**config.mk**
```make
export PLATFORM = sky130hd
export DESIGN_NAME = cmd_slot_scanner
export DESIGN_NICKNAME = d
export VERILOG_FILES = /design/src/rtl/cs_pkg.sv /design/src/rtl/cs_lowest_pick.sv /design/src/rtl/cs_dispatch.sv /design/src/rtl/cs_tag_tracker.sv /design/src/rtl/cmd_slot_scanner.sv
export SDC_FILE = /design/constraint.sdc
export NUM_CORES = 1
export LEC_CHECK = 0
export ABC_AREA = 1
export BUFFER_PORTS_ARGS = -buffer_cell sky130_fd_sc_hd__buf_2
export CELL_PAD_IN_SITES_DETAIL_PLACEMENT = 1
export CELL_PAD_IN_SITES_GLOBAL_PLACEMENT = 1
export CORE_ASPECT_RATIO = 1.75
export CORE_MARGIN = 2
export CORE_UTILIZATION = 36
export DETAILED_ROUTE_END_ITERATION = 7
export PLACE_DENSITY_LB_ADDON = 0.1
export SLEW_MARGIN = 20
export SYNTH_ARGS = -nofsm -noshare
export SYNTH_HDL_FRONTEND = slang
export SYNTH_SLANG_ARGS = --single-unit
```
**constraint.sdc**
```tcl
create_clock -name clk -period 2.14 [get_ports clk]
set_input_delay 0.428 -clock clk [delete_from_list [all_inputs] [get_ports clk]]
set_output_delay 0.428 -clock clk [all_outputs]
set_load 0.005 [all_outputs]
```
**src/rtl/cs_pkg.sv**
```systemverilog
// Shared types for the command slot issue scanner.
package cs_pkg;
    // Dispatch sequencer states.
    typedef enum logic [1:0] {
        ST_IDLE  = 2'd0,   // waiting for a dispatch opportunity
        ST_OFFER = 2'd1,   // slot presented to the engine
        ST_CHECK = 2'd2,   // sampling engine flags after acceptance
        ST_PARK  = 2'd3    // slot still running in the engine
    } disp_state_e;
endpackage

```
**src/rtl/cs_lowest_pick.sv**
```systemverilog
// Lowest-index picker.
// Reports whether any request bit is set and gives the index of the lowest
// set bit. Assumes N >= 2. Purely combinational.
module cs_lowest_pick #(
    parameter int N = 32,
    localparam int W = $clog2(N)
) (
    input  logic [N-1:0] req,
    output logic         found,
    output logic [W-1:0] idx
);
    // Walk from the top so the lowest set bit is the last one written.
    always_comb begin
        found = |req;
        idx   = '0;
        for (int i = N - 1; i >= 0; i--) begin
            if (req[i]) idx = W'(i);
        end
    end
endmodule

```
**src/rtl/cs_dispatch.sv**
```systemverilog
// Issue mask and single-outstanding dispatch sequencer.
// Holds the issue mask, offers the lowest pending slot when the port is
// started and the engine is idle, then clears or parks that slot according
// to the engine flags sampled one edge after acceptance.
// Assumes eng_done is a pulse for the parked command only.
module cs_dispatch
    import cs_pkg::*;
#(
    parameter int NUM_SLOTS = 32,
    localparam int SLOT_W = $clog2(NUM_SLOTS)
) (
    input  logic                 clk,
    input  logic                 rst_n,
    input  logic                 issue_wr_en,
    input  logic [NUM_SLOTS-1:0] issue_wr_data,
    input  logic                 port_start,
    input  logic                 eng_busy,
    input  logic                 eng_drq,
    input  logic                 eng_done,
    input  logic                 disp_ready,
    output logic                 disp_valid,
    output logic [SLOT_W-1:0]    disp_slot,
    output logic                 busy_slot_valid,
    output logic [SLOT_W-1:0]    busy_slot,
    output logic [NUM_SLOTS-1:0] issue_mask
);
    logic [NUM_SLOTS-1:0] issue_q, issue_d, clr_vec;
    logic [SLOT_W-1:0]    slot_q, slot_d, pick_idx;
    logic                 pick_found, hold;
    disp_state_e          state_q, state_d;

    assign hold = eng_busy | eng_drq;

    cs_lowest_pick #(.N(NUM_SLOTS)) u_pick (
        .req   (issue_q),
        .found (pick_found),
        .idx   (pick_idx)
    );

    // Decide which issue bit, if any, is retired this cycle.
    always_comb begin
        clr_vec = '0;
        if ((state_q == ST_CHECK) && !hold)
            clr_vec[slot_q] = 1'b1;
        if ((state_q == ST_PARK) && eng_done && !hold)
            clr_vec[slot_q] = 1'b1;
    end

    // Software writes only add bits; retirement removes them afterwards.
    always_comb begin
        issue_d = issue_q;
        if (issue_wr_en) issue_d = issue_d | issue_wr_data;
        issue_d = issue_d & ~clr_vec;
    end

    // Sequencer next-state logic.
    always_comb begin
        state_d = state_q;
        slot_d  = slot_q;
        unique case (state_q)
            ST_IDLE: if (port_start && pick_found && !hold) begin
                state_d = ST_OFFER;
                slot_d  = pick_idx;
            end
            ST_OFFER: if (disp_ready) state_d = ST_CHECK;
            ST_CHECK: state_d = hold ? ST_PARK : ST_IDLE;
            ST_PARK:  if (eng_done && !hold) state_d = ST_IDLE;
            default:  state_d = ST_IDLE;
        endcase
    end

    // State, slot and mask registers.
    always_ff @(posedge clk) begin
        if (!rst_n) begin
            state_q <= ST_IDLE;
            slot_q  <= '0;
            issue_q <= '0;
        end else begin
            state_q <= state_d;
            slot_q  <= slot_d;
            issue_q <= issue_d;
        end
    end

    assign disp_valid      = (state_q == ST_OFFER);
    assign disp_slot       = slot_q;
    assign busy_slot_valid = (state_q == ST_PARK);
    assign busy_slot       = slot_q;
    assign issue_mask      = issue_q;

    // reset empties the mask and idles the sequencer.
    p_reset_clears_r1: assert property (@(posedge clk)
        !rst_n |=> (issue_q == '0) && !disp_valid && !busy_slot_valid);

    // an offered slot is always a pending one.
    p_offer_pending_r3: assert property (@(posedge clk) disable iff (!rst_n)
        disp_valid |-> issue_q[disp_slot]);

    // an offer begins only when started and the engine is idle.
    p_offer_gated_r4: assert property (@(posedge clk) disable iff (!rst_n)
        $rose(disp_valid) |-> $past(port_start && !eng_busy && !eng_drq));

    // a command that finished at once loses its issue bit.
    p_retire_clean_r5: assert property (@(posedge clk) disable iff (!rst_n)
        (state_q == ST_CHECK) && !hold |=> !issue_q[$past(slot_q)]);

    // a parked slot keeps its issue bit.
    p_park_keeps_r6: assert property (@(posedge clk) disable iff (!rst_n)
        busy_slot_valid |-> issue_q[busy_slot]);

    // the offer holds still until accepted.
    p_offer_stable_r7: assert property (@(posedge clk) disable iff (!rst_n)
        disp_valid && !disp_ready |=> disp_valid && $stable(disp_slot));
endmodule

```
**src/rtl/cs_tag_tracker.sv**
```systemverilog
// Queued-command tag tracker.
// Keeps per-tag in-use, active, finished-since-read and error bits. A start
// on a tag in use is refused with a one-cycle reject pulse. Assumes at most
// one start and one completion per cycle.
module cs_tag_tracker #(
    parameter int NUM_TAGS = 32,
    parameter int TAG_LSB  = 3,
    parameter int BYTE_W   = 8,
    localparam int TAG_W = $clog2(NUM_TAGS)
) (
    input  logic                clk,
    input  logic                rst_n,
    input  logic                ncq_start,
    input  logic [BYTE_W-1:0]   ncq_tag_byte,
    input  logic                ncq_done,
    input  logic [TAG_W-1:0]    ncq_done_tag,
    input  logic                ncq_done_err,
    input  logic                act_wr_en,
    input  logic [NUM_TAGS-1:0] act_wr_data,
    input  logic                act_rd_en,
    output logic [NUM_TAGS-1:0] act_rd_data,
    output logic [NUM_TAGS-1:0] act_mask,
    output logic [NUM_TAGS-1:0] err_mask,
    output logic                ncq_reject
);
    logic [TAG_W-1:0]    start_tag;
    logic [NUM_TAGS-1:0] inuse_q, act_q, fin_q, err_q;
    logic                reject_q;
    logic                unused_low;

    assign start_tag  = ncq_tag_byte[TAG_LSB +: TAG_W];
    assign unused_low = ^ncq_tag_byte[TAG_LSB-1:0];

    for (genvar t = 0; t < NUM_TAGS; t++) begin : g_tag
        logic start_hit, done_hit, wr_hit;
        assign start_hit = ncq_start && (start_tag == TAG_W'(t));
        assign done_hit  = ncq_done && (ncq_done_tag == TAG_W'(t));
        assign wr_hit    = act_wr_en && act_wr_data[t];

        // Per-tag state: occupancy, active, finished record, error.
        always_ff @(posedge clk) begin
            if (!rst_n) begin
                inuse_q[t] <= 1'b0;
                act_q[t]   <= 1'b0;
                fin_q[t]   <= 1'b0;
                err_q[t]   <= 1'b0;
            end else begin
                inuse_q[t] <= (inuse_q[t] | start_hit) & ~done_hit;
                act_q[t]   <= (((act_rd_en ? (act_q[t] & ~fin_q[t]) : act_q[t])
                               | wr_hit) & ~done_hit);
                fin_q[t]   <= act_rd_en ? done_hit : (fin_q[t] | done_hit);
                err_q[t]   <= err_q[t] | (done_hit & ncq_done_err);
            end
        end
    end

    // Reject pulse for a start on an occupied tag.
    always_ff @(posedge clk) begin
        if (!rst_n) reject_q <= 1'b0;
        else        reject_q <= ncq_start && inuse_q[start_tag];
    end

    assign act_rd_data = act_q & ~fin_q;
    assign act_mask    = act_q;
    assign err_mask    = err_q;
    assign ncq_reject  = reject_q;

    // a start on an occupied tag is refused on the next edge.
    p_dup_reject_r8: assert property (@(posedge clk) disable iff (!rst_n)
        ncq_start && inuse_q[start_tag] |=> ncq_reject);

    // completion drops the active bit; an error completion flags it.
    p_done_drops_r9: assert property (@(posedge clk) disable iff (!rst_n)
        ncq_done |=> !act_q[$past(ncq_done_tag)] && !inuse_q[$past(ncq_done_tag)]);
    p_err_flag_r9: assert property (@(posedge clk) disable iff (!rst_n)
        ncq_done && ncq_done_err |=> err_q[$past(ncq_done_tag)]);

    // a read strips every tag finished before it.
    p_read_strips_r10: assert property (@(posedge clk) disable iff (!rst_n)
        act_rd_en && !act_wr_en |=> (act_q & $past(fin_q)) == '0);
endmodule

```
**src/rtl/cmd_slot_scanner.sv**
```systemverilog
// Command slot issue scanner, per-port top level.
// Joins the issue-mask dispatch sequencer and the queued-command tag
// tracker. The two halves share only clock and reset.
module cmd_slot_scanner #(
    parameter int NUM_SLOTS = 32,
    parameter int NUM_TAGS  = 32,
    parameter int TAG_LSB   = 3,
    parameter int BYTE_W    = 8,
    localparam int SLOT_W = $clog2(NUM_SLOTS),
    localparam int TAG_W  = $clog2(NUM_TAGS)
) (
    input  logic                 clk,
    input  logic                 rst_n,
    input  logic                 issue_wr_en,
    input  logic [NUM_SLOTS-1:0] issue_wr_data,
    input  logic                 port_start,
    input  logic                 eng_busy,
    input  logic                 eng_drq,
    input  logic                 eng_done,
    input  logic                 disp_ready,
    output logic                 disp_valid,
    output logic [SLOT_W-1:0]    disp_slot,
    output logic                 busy_slot_valid,
    output logic [SLOT_W-1:0]    busy_slot,
    output logic [NUM_SLOTS-1:0] issue_mask,
    input  logic                 ncq_start,
    input  logic [BYTE_W-1:0]    ncq_tag_byte,
    input  logic                 ncq_done,
    input  logic [TAG_W-1:0]     ncq_done_tag,
    input  logic                 ncq_done_err,
    input  logic                 act_wr_en,
    input  logic [NUM_TAGS-1:0]  act_wr_data,
    input  logic                 act_rd_en,
    output logic [NUM_TAGS-1:0]  act_rd_data,
    output logic [NUM_TAGS-1:0]  act_mask,
    output logic [NUM_TAGS-1:0]  err_mask,
    output logic                 ncq_reject
);
    cs_dispatch #(.NUM_SLOTS(NUM_SLOTS)) u_dispatch (
        .clk             (clk),
        .rst_n           (rst_n),
        .issue_wr_en     (issue_wr_en),
        .issue_wr_data   (issue_wr_data),
        .port_start      (port_start),
        .eng_busy        (eng_busy),
        .eng_drq         (eng_drq),
        .eng_done        (eng_done),
        .disp_ready      (disp_ready),
        .disp_valid      (disp_valid),
        .disp_slot       (disp_slot),
        .busy_slot_valid (busy_slot_valid),
        .busy_slot       (busy_slot),
        .issue_mask      (issue_mask)
    );

    cs_tag_tracker #(
        .NUM_TAGS (NUM_TAGS),
        .TAG_LSB  (TAG_LSB),
        .BYTE_W   (BYTE_W)
    ) u_tags (
        .clk          (clk),
        .rst_n        (rst_n),
        .ncq_start    (ncq_start),
        .ncq_tag_byte (ncq_tag_byte),
        .ncq_done     (ncq_done),
        .ncq_done_tag (ncq_done_tag),
        .ncq_done_err (ncq_done_err),
        .act_wr_en    (act_wr_en),
        .act_wr_data  (act_wr_data),
        .act_rd_en    (act_rd_en),
        .act_rd_data  (act_rd_data),
        .act_mask     (act_mask),
        .err_mask     (err_mask),
        .ncq_reject   (ncq_reject)
    );
endmodule

```
After elaboration in Yosys (flattened, before gate mapping)
Index checks and enable logic that the tools add are counted.

Multipliers: 0. Equality and inequality tests: 68. Shift operators: 0. Bitwise logic cells: 327. $add $sub $neg: 0. Reductions and logical operators: 111. $lt $le $gt $ge: 3. Multiplexer cells: 108. Divide/modulo/power cells: 0.

Operators with widths (number): equality test 5 bit (second input constant) (32); 2-to-1 mux 5 bit (32); OR 1 bit (129); bitwise AND 1 bit (128); logical AND 1 bit (104); 2-to-1 mux 32 bit (3); equality test 5 x 4 -> 1 bit (second input constant) (16); 2-to-1 mux 1 bit (66); bitwise AND 32 bit (2); NOT 1 bit (64); NOT 32 bit (2); OR 32 bit (2); equality test 5 x 3 -> 1 bit (second input constant) (8); OR reduction 32 bit (1); equality test 5 x 2 -> 1 bit (second input constant) (4); < comparator 5 x 6 -> 1 bit (second input constant) (2); equality test 5 x 1 -> 1 bit (second input constant) (2); zero test 5 bit (2); 2-to-1 mux 2 bit (4); case mux 2 bit (4 select lines) (1); binary-select mux 1 bit (select 5 bit) (1); demux 1 bit (select 5 bit) (1); >= comparator 5 x 1 -> 1 bit (second input constant) (1); equality test 2 bit (second input constant) (2); 7 further kinds (8).

Output and inout bits: 141. Memory bits (read-only): 0. Word-level logic and storage cells: 749. Bits in latches: 0. Bits in registers: 168. Memories kept: 0. Bits in writable memories: 0.

Logic depth before layout (Yosys ltp)
Gate-level depths: netlist of run 1.

Depth after elaboration: 32. Mapped depth: 33.

Hierarchy
A second synthesis of run 1 with hierarchy kept.

Cell total of the unflattened synthesis: 1077. Area, all modules: 7668.6 um^2.

By module, submodules not included: cs_tag_tracker (area an instance 5348.9 um^2, cells an instance 742, sequential area each 2582.5 um^2, times used 1); cs_dispatch (area an instance 1849.3 um^2, cells an instance 228, sequential area each 780.7 um^2, times used 1); cs_lowest_pick (area an instance 470.5 um^2, cells an instance 107, sequential area each 0.0 um^2, times used 1).

Worst setup path after synthesis of run 1
No wires, ideal clock.

Path kind: register to register. Start: register u_dispatch.issue_q[30] (netlist: u_dispatch.issue_mask[30]). End: register u_dispatch.slot_q[0] (netlist: u_dispatch.busy_slot[0]). Setup time: 0.118 ns. Slack: 0.270 ns. Cell stages (with the launch flop): 34. Arrival time: 1.752 ns. Cells stage by stage: dfxtp_1 > inv_1 > nand2_1 > nand2_1 > nand2_1 > nand2_1 > nand2_1 > nand2_1 > nand2_1 > nand2_1 > nand2_1 > nand2_1 > nand2_1 > nand2_1 > nand2_1 > nand2_1 > nand2_1 > nand2_1 > nand2_1 > nand2_1 > nand2_1 > nand2_1 > nand2_1 > nand2_1 > nand2_1 > nand2_1 > nand2_1 > nand2_1 > nand2_1 > nand2_1 > nand2_1 > nand2_1 > nand2_1 > a21oi_2.

Longest elaborated chain between the ends: 31. Elaborated cells on any way between the ends: 35. Those cells by class: mux: 31; reduce/logical: 4.

RTL lines: start, declared (RTL line cs_dispatch.sv:27) `logic [NUM_SLOTS-1:0] issue_q, issue_d, clr_vec;`; start signal, assigned (RTL line cs_dispatch.sv:81) `issue_q <= issue_d;`; 2-to-1 mux 5 bit (31 in series) (RTL line cs_lowest_pick.sv:17) `if (req[i]) idx = W'(i);`; end signal, assigned (RTL line cs_dispatch.sv:80) `slot_q <= slot_d;`; end, declared (RTL line cs_dispatch.sv:28) `logic [SLOT_W-1:0] slot_q, slot_d, pick_idx;`.

Several ways; a longest one is shown, not always the timed one. A chain may end at the register's enable or synchronous reset.

Worst setup path in the final report of run 1
Same ends and word-level chain as after synthesis.

==> results of run 1 <==
## final cells by class
cell class | count | area share
clock buffer | 22 | 0.0505
multi-input combinational | 611 | 0.317
sequential | 168 | 0.358
timing repair buffer | 263 | 0.154
tap | 245 | 0.0326
inverter | 174 | 0.0756
antenna | 1 | 0.000266
clock inverter | 10 | 0.0127
## worst max-delay path: cells and delay by family (launching register included)
kind / cells / cell delay [ns]
simple gates: 31 / 1.58
flops: 1 / 0.32
buf+inv: 1 / 0.04
compound gates: 1 / 0.11
## cell usage in the layout, fill, tap and decap left out, types with 3 or more instances in the layout
cell type	n
a211oi_1	14
a21oi_1	108
a221oi_1	33
a22oi_1	10
a311oi_1	20
a31oi_1	7
buf_12	3
buf_2	227
buf_4	33
bufinv_8	4
clkbuf_16	17
clkbuf_8	3
clkinvlp_4	3
dfxtp_1	167
inv_1	155
inv_2	13
nand2_1	139
nand3_1	3
nand4_1	3
nor2_1	192
nor3_1	36
nor4_1	4
o21ai_0	13
o21ai_1	13
## timing repair
action	CTS	global route
endpoints found under the setup margin	1	2
hold buffers	0	0
pin swaps	0	1
cloned	0	0
resized for setup	2	0
## report_power, final
part           switching (mW)  total [mW]  internal, mW
clock                    1.31        3.12          1.82
sequential             0.0998        3.35          3.25
combinational           0.577       0.993         0.417
## flip-flops by register name, indices dropped and copies added, names as in the netlist
| signal | flops |
|---|---|
| u_tags.ncq_reject | 1 |
| u_dispatch.state_q | 2 |
| u_dispatch.busy_slot | 5 |
| u_tags.inuse_q | 32 |
| u_dispatch.issue_mask | 32 |
| u_tags.fin_q | 32 |
| u_tags.err_mask | 32 |
| u_tags.act_mask | 32 |
## worst paths after layout
path	startpoint	endpoint	slack (ns)	depth (start not counted)
max reg2reg	u_dispatch.issue_mask[30]	u_dispatch.busy_slot[0]	0.03	33
min reg2reg	u_tags.err_mask[27]	u_tags.err_mask[27]	0.45	2
min	act_wr_data[15]	u_tags.act_mask[15]	0.26	3
max	u_dispatch.issue_mask[30]	u_dispatch.busy_slot[0]	0.03	33
## cells by family (layout without fill, tap and decap cells)
group | after synthesis | count (layout) | synth area share
AOI/OAI and AO/OA | 231 | 231 | 0.203
buffers and inverters | 219 | 469 | 0.124
DFF | 168 | 168 | 0.465
other | 0 | 1 | 0
and+or+nand+nor | 380 | 380 | 0.208
## per-layer routing
layer	up-vias	global-route usage	share of wire
li1	3729	-	-
met1	3553	0.232	0.35
met2	199	0.487	0.55
met3	74	0.0431	0.036
met4	0	0.156	0.060
met5	-	0	0
==> impl_metrics.ini, run 1 <==
[setup_path]
critPathMaxFanout = 2
crit_slowest_cell = dfxtp_2
max_stage_delay_ns = 0.32
critPathMostFrequentCell = nand2_1
cp-start-kind = register
cp-end-kind = register
cp_data_required_time_ns = 2.51
cp.arrival_ns = 2.48
path_class = register to register

[sta]
slew_headroom = 0.517
whs_ns = 0.256
max_freq_mhz = 474
period_needed_ns = 2.11
fin_skew_ns = 0.00667
setup_viol = 0
worst_slew_pin_slew_ns = 0.725
setup_ws_ns = 0.0300
rsz0062_at_grt = yes
hold_violations = 0
fin_tns_setup_ns = 0
period_share = 0.986
report.final.slew_viol_count = 0

[clock_network]
clk_pin_slew_worst_paths_ns = 0.07
clock-sinks = 168
clockBufferDepth = 2
ctsHtreeMaxLevel = 4
clkLatencyLatePin_ns = 0.43
cts_made_buffers = 17
tritoncts = done
post_cts_buffers = 0
cts_root_buf = clkbuf_16

[grt]
grt_max_degree = 52
track_usage = 0.247
antenna_found_initial = 2
grt_first_pass_wirelength_um = 40800
overflow = 0
grt_pass1_vias = 7888

[placed_design]
dp_cells = 1461
routabilityCongestion = 0.963
post-place-ws_ns = -0.0397
portBuffers = 227
dpl_cell_area_sq_mm = 0.00880
dp.final_hpwl_um = 20500

[route]
via_per_inst = 5.06
first_pass_iters = 4
dr_total_vias = 7555
initialDrtViolationCount = 239
drc = 0
drtAntennaViolNets = 0
postRouteWirelength_um = 26400
post_drt_wl_per_cell_um = 17.7

[floorplanning]
core.rowCount = 68
die_w_um = 111
coreArea_sq_mm = 0.0197
die_height_um = 191
io_pins = 231
dieArea_sq_mm = 0.0213
start_util = 0.366

[yosys]
ys.flop_type = dfxtp_1
synth_seq_cells = 168
synth_cells = 998
ys_seq_area_frac = 0.465
synth.most_common_cell = nor2_1
synth-edff-count = 0
async_flop_share = 0
yosysTopAreaCellShare = 0.465
yosys-top-cells-count = nor2_1 (192), dfxtp_1 (168), inv_1 (155), nand2_1 (140), a21oi_1 (108)
syn_nets = 1088
yosys_warnings = 0
yosysUniqueCellTypes = 33
syn-cell-area_sq_mm = 0.00723
synth_top_area_cell = dfxtp_1
yosys-top-cells-area = dfxtp_1 (47%), nor2_1 (10%), inv_1 (8.0%)
synth_area_per_cell_sq_um = 7.25

[finish]
layoutNonFillerInstCount = 1494
nFillCells = 2579
nets = 1325
multi_input_area_sq_mm = 0.00297
final_core_util = 0.476
drive_gt1_frac = 0.253
fin_area_sq_mm = 0.00940
area_growth_pct = 29.9
final-seq-area_sq_mm = 0.00336

[min_path]
hp-class = primary input to register

[power]
power_leakage_nw = 4.29
power_mw = 7.47
p_per_area_mw_per_mm2 = 795
peakVddDrop_v = 0.000541

[job]
drv_cap = 0

[status]
status = finished clean
Note: power is estimated with default switching activity, not from simulation.
==> inputs of run 2 (changes only) <==
--- a/config.mk
+++ b/config.mk
@@ -5,7 +5,6 @@
 export SDC_FILE = /design/constraint.sdc
 export NUM_CORES = 1
 export LEC_CHECK = 0
-export ABC_AREA = 1
 export BUFFER_PORTS_ARGS = -buffer_cell sky130_fd_sc_hd__buf_2
 export CELL_PAD_IN_SITES_DETAIL_PLACEMENT = 1
 export CELL_PAD_IN_SITES_GLOBAL_PLACEMENT = 1
@@ -13,6 +12,7 @@
 export CORE_MARGIN = 2
 export CORE_UTILIZATION = 36
 export DETAILED_ROUTE_END_ITERATION = 7
+export HOLD_SLACK_MARGIN = 0.1
 export PLACE_DENSITY_LB_ADDON = 0.1
 export SLEW_MARGIN = 20
 export SYNTH_ARGS = -nofsm -noshare
==> run 2 against run 1 <==
- cell area fell by 2.6%
- synthesized cell count fell by 14%
- first-iteration DRC count fell by 1.7%
- area after synthesis fell by 3.3%
- maximum frequency rose by 9.4%
==> impl_metrics.ini, run 2 <==
[status]
status = finished clean

[yosys]
synth-edff-count = 0
syn-cell-area_sq_mm = 0.00699
yosysTopAreaCellShare = 0.481
synth_area_per_cell_sq_um = 8.19
ys_seq_area_frac = 0.481
yosys-top-cells-area = dfxtp_1 (48%), nor2_1 (9.0%), a21oi_1 (8.4%)
yosys_warnings = 0
ys.flop_type = dfxtp_1
synth_seq_cells = 168
synth_cells = 854
synth_top_area_cell = dfxtp_1
yosys-top-cells-count = dfxtp_1 (168), nor2_1 (168), a21oi_1 (117), nand2_1 (87), nor2b_1 (50)
yosysUniqueCellTypes = 44
syn_nets = 944
async_flop_share = 0

[clock_network]
hold_buffers = 0
tritoncts = done
clock-sinks = 168
cts_resized = 0
clkLatencyLatePin_ns = 0.43
post_cts_buffers = 0
cts_root_buf = clkbuf_16
clk_pin_slew_worst_paths_ns = 0.07
cts_made_buffers = 17
ctsHtreeMaxLevel = 4
clockBufferDepth = 2

[power]
p_per_area_mw_per_mm2 = 811
peakVddDrop_v = 0.000505
power_leakage_nw = 4.03

[placed_design]
dp.final_hpwl_um = 20600
dpl_cell_area_sq_mm = 0.00853
dp_cells = 1311
routabilityCongestion = 0.857
portBuffers = 227

[sta]
slew_headroom = 0.542
whs_ns = 0.259
report.final.slew_viol_count = 0
worst_slew_pin_slew_ns = 0.687
period_share = 0.901
setup_viol = 0
hold_violations = 0
max_freq_mhz = 519
fin_skew_ns = 0.00934
fin_tns_setup_ns = 0
rsz0062_at_grt = no
period_needed_ns = 1.93

[setup_path]
path_class = register to register
cp-end-kind = register
critPathMaxFanout = 9
cp.arrival_ns = 2.24
cp-start-kind = register
cp_data_required_time_ns = 2.45

[job]
drv_cap = 0

[grt]
grt_first_pass_wirelength_um = 40200
antenna_found_initial = 1
track_usage = 0.261
overflow = 0
grt_pass1_vias = 7294
grt_max_degree = 43

[floorplanning]
coreArea_sq_mm = 0.0191
io_pins = 231
dieArea_sq_mm = 0.0206
start_util = 0.366
die_height_um = 188
core.rowCount = 67
die_w_um = 109

[finish]
final_common_cell = buf_2
fin_area_sq_mm = 0.00915
drive_gt1_frac = 0.286
layoutNonFillerInstCount = 1344
nFillCells = 2431
nets = 1179
area_growth_pct = 30.9
layout_common_cells = buf_2 (227), nor2_1 (168), dfxtp_1 (168)

[route]
drtAntennaViolNets = 0
initialDrtViolationCount = 235
dr_total_vias = 7143
via_per_inst = 5.31
first_pass_iters = 4
drc = 0
postRouteWirelength_um = 26500
post_drt_wl_per_cell_um = 19.7

[min_path]
hp-class = primary input to register
run 2: cells by family after synthesis:
group,count (synthesis),synth area share
buf+inv,58,0.0345
simple gates,389,0.257
compound gates,230,0.201
mux,9,0.0272
flops,168,0.481
run 2: area by class of cell:
class                           instances  area [sq um]  share of cell area
Multi-Input combinational cell        628          3390               0.370
Antenna cell                            1          2.50            0.000273
Clock inverter                         10           144              0.0157
Inverter                                6          22.5             0.00246
Tap cell                              241           302              0.0329
Timing Repair Buffer                  268          1460               0.159
Sequential cell                       168          3360               0.367
Clock buffer                           22           474              0.0518
run 2: worst max-delay path, stage by stage (launching register included):
cell      delay [ns]
dfxtp_1         0.36
or4_1           0.61
nor4_4          0.37
a211oi_4        0.18
o311ai_0        0.19
a21oi_2         0.10
run 2: worst paths after layout:
check	from	end	slack [ns]	cells past startpoint
min reg2reg	u_tags.err_mask[3]	u_tags.err_mask[3]	0.47	2
min	act_wr_data[4]	u_tags.act_mask[4]	0.26	3
max	u_dispatch.issue_mask[6]	u_dispatch.busy_slot[3]	0.21	5
max reg2reg	u_dispatch.issue_mask[6]	u_dispatch.busy_slot[3]	0.21	5
run 2: power by group:
part | leakage (nW) | switching, mW | internal [mW] | total [mW]
combinational | 2.37 | 0.503 | 0.385 | 0.888
clock | 0.293 | 1.27 | 1.93 | 3.20
sequential | 1.37 | 0.101 | 3.23 | 3.33
total | 4.03 | 1.87 | 5.55 | 7.42
run 2: stage by stage:
step	setup WS [ns]	utilization	total power [mW]
final	0.212	0.479	7.42
after global routing	0.137	0.479	7.72
after CTS	0.189	0.479	7.51
after detailed placement	0.178	0.446	4.30
after global placement	0.190	0.446	4.28
after floorplan	0.295	-	3.84
run 2: routing by layer:
layer | vias up | global-route usage | part of all wire | routed length [um]
met1 | 3466 | 0.247 | 0.34 | 9050
met5 | - | 0 | 0 | 0
met2 | 175 | 0.511 | 0.58 | 15300
met4 | 0 | 0.122 | 0.039 | 1030
li1 | 3458 | - | - | -
met3 | 44 | 0.0536 | 0.042 | 1110
==> inputs of run 3 (changes only) <==
--- a/config.mk
+++ b/config.mk
@@ -13,7 +13,7 @@
 export CORE_UTILIZATION = 36
 export DETAILED_ROUTE_END_ITERATION = 7
 export HOLD_SLACK_MARGIN = 0.1
-export PLACE_DENSITY_LB_ADDON = 0.1
+export PLACE_DENSITY = 0.82
 export SLEW_MARGIN = 20
 export SYNTH_ARGS = -nofsm -noshare
 export SYNTH_HDL_FRONTEND = slang
==> constraint.sdc (replaced) <==
create_clock -name clk -period 2.14 [get_ports clk]
set_input_delay 0.107 -clock clk [delete_from_list [all_inputs] [get_ports clk]]
set_output_delay 0.107 -clock clk [all_outputs]
set_load 0.005 [all_outputs]
==> run 3 against run 2 <==
- sequential power is essentially flat
- cell area grew 6.2%
- power is essentially flat
- register-to-register slack lost 0.096 ns
- clock power shrank 3%
- worst setup slack lost 0.096 ns
- combinational power grew 10%
- clock skew shrank 0.0013 ns
- non-clock buffer count grew 56
==> impl_metrics.ini, run 3 (synthesized netlist as in run 2, its figures left out) <==
[floorplanning]
start_util = 0.366
die_w_um = 109
core.rowCount = 67
die_height_um = 188
coreArea_sq_mm = 0.0191
io_pins = 231
dieArea_sq_mm = 0.0206

[power]
power_leakage_nw = 4.26
p_per_area_mw_per_mm2 = 764
peakVddDrop_v = 0.000585

[clock_network]
clock-sinks = 168
post_cts_buffers = 0
tritoncts = done
ctsHtreeMaxLevel = 4
cts_resized = 0
clk_pin_slew_worst_paths_ns = 0.07
clockBufferDepth = 2
clkLatencyLatePin_ns = 0.43
cts_root_buf = clkbuf_16
cts_made_buffers = 17

[grt]
grt_first_pass_wirelength_um = 43100
antenna_found_initial = 2
grt_max_degree = 65
grt_pass1_vias = 8066
overflow = 0
track_usage = 0.273

[job]
drv_cap = 0

[sta]
slew_headroom = 0.503
rsz0062_at_grt = no
period_share = 0.946
hold_violations = 0
max_freq_mhz = 494
fin_skew_ns = 0.00808
setup_viol = 0
report.final.slew_viol_count = 0
fin_tns_setup_ns = 0
period_needed_ns = 2.02
worst_slew_pin_slew_ns = 0.736

[finish]
final_common_cell = buf_2
nFillCells = 2315
final_core_util = 0.508
area_growth_pct = 38.9
layout_common_cells = buf_2 (227), nor2_1 (168), dfxtp_1 (168)
drive_gt1_frac = 0.264
nets = 1235

[setup_path]
path_class = register to register
cp.arrival_ns = 2.33
cp_data_required_time_ns = 2.45
cp-start-kind = register
cp-end-kind = register
critPathMaxFanout = 2

[route]
initialDrtViolationCount = 354
postRouteWirelength_um = 28300
drtAntennaViolNets = 0
via_per_inst = 5.48
dr_total_vias = 7667
first_pass_iters = 4
drc = 0
post_drt_wl_per_cell_um = 20.2

[min_path]
hp-class = primary input to register

[status]
status = finished clean

[placed_design]
portBuffers = 227
routabilityCongestion = 0.928
dp.final_hpwl_um = 19900
-- run 3: cell count changes in the layout (fill, tap and decap cells not counted) --
cell / previous run / this run
clkbuf_1: 2 / 0
diode_2: 1 / 2
clkinvlp_4: 3 / 0
clkinv_2: 1 / 4
bufinv_16: 3 / 2
buf_4: 40 / 29
clkinv_4: 3 / 5
dlygate4sd3_1: 0 / 67
-- run 3: layout make-up --
type / instances / area (sq um) / area share
multi-input combinational: 628 / 3390 / 0.349
antenna: 2 / 5.00 / 0.000515
clock buffer: 20 / 467 / 0.0480
sequential: 168 / 3360 / 0.346
inverter: 6 / 22.5 / 0.00232
clock inverter: 11 / 124 / 0.0127
timing repair buffer: 324 / 2040 / 0.210
tap: 241 / 302 / 0.0310
-- run 3: where the power goes --
| group | internal (mW) | switching (mW) | leakage, nW | total [mW] |
|---|---|---|---|---|
| clock | 1.81 | 1.29 | 0.296 | 3.10 |
| combinational | 0.448 | 0.529 | 2.60 | 0.977 |
| sequential | 3.23 | 0.112 | 1.37 | 3.35 |
| total | 5.49 | 1.93 | 4.26 | 7.42 |
-- run 3: critical path, cell delays in order (launching register included) --
cell	delay [ns]
dfxtp_1	0.32
mux4_2	0.46
a22oi_1	0.24
nand2_1	0.10
a21oi_1	0.16
nor2_1	0.07
dlygate4sd3_1	0.56
-- run 3: repair_timing --
| action | CTS | global route |
|---|---|---|
| setup endpoints to repair | 0 | 0 |
| hold buffers | 67 | 0 |
| endpoints found under the hold margin | 67 | 0 |
-- run 3: worst paths after layout --
check,from,endpoint,slack (ns),depth (start not counted)
worst min register to register,u_tags.inuse_q[15],u_tags.inuse_q[15],0.47,2
worst min-delay path,ncq_done_tag[1],u_tags.fin_q[17],0.14,4
worst max-delay path,u_tags.inuse_q[31],u_tags.ncq_reject,0.12,6
worst max register to register,u_tags.inuse_q[31],u_tags.ncq_reject,0.12,6
-- run 3: through the flow --
stage / worst slack [ns] / power [mW] / instance area [sq um] / hold WS [ns] / cells
after floorplan: 0.383 / 3.84 / 6990 / 0.226 / 854
after global placement: 0.263 / 4.24 / 8450 / 0.365 / 1300
after detailed placement: 0.235 / 4.26 / 8450 / 0.373 / 1300
after CTS: 0.172 / 7.41 / 9710 / 0.112 / 1398
after global routing: 0.0730 / 7.69 / 9710 / 0.164 / 1399
final: 0.115 / 7.42 / 9720 / 0.136 / 1400
-- run 3: routing by layer --
metal / share of wire / GRT usage / vias to the layer above
met5: 0 / 0 / -
met4: 0.047 / 0.141 / 0
met3: 0.053 / 0.0578 / 81
met2: 0.56 / 0.520 / 277
met1: 0.34 / 0.266 / 3730
li1: - / - / 3579
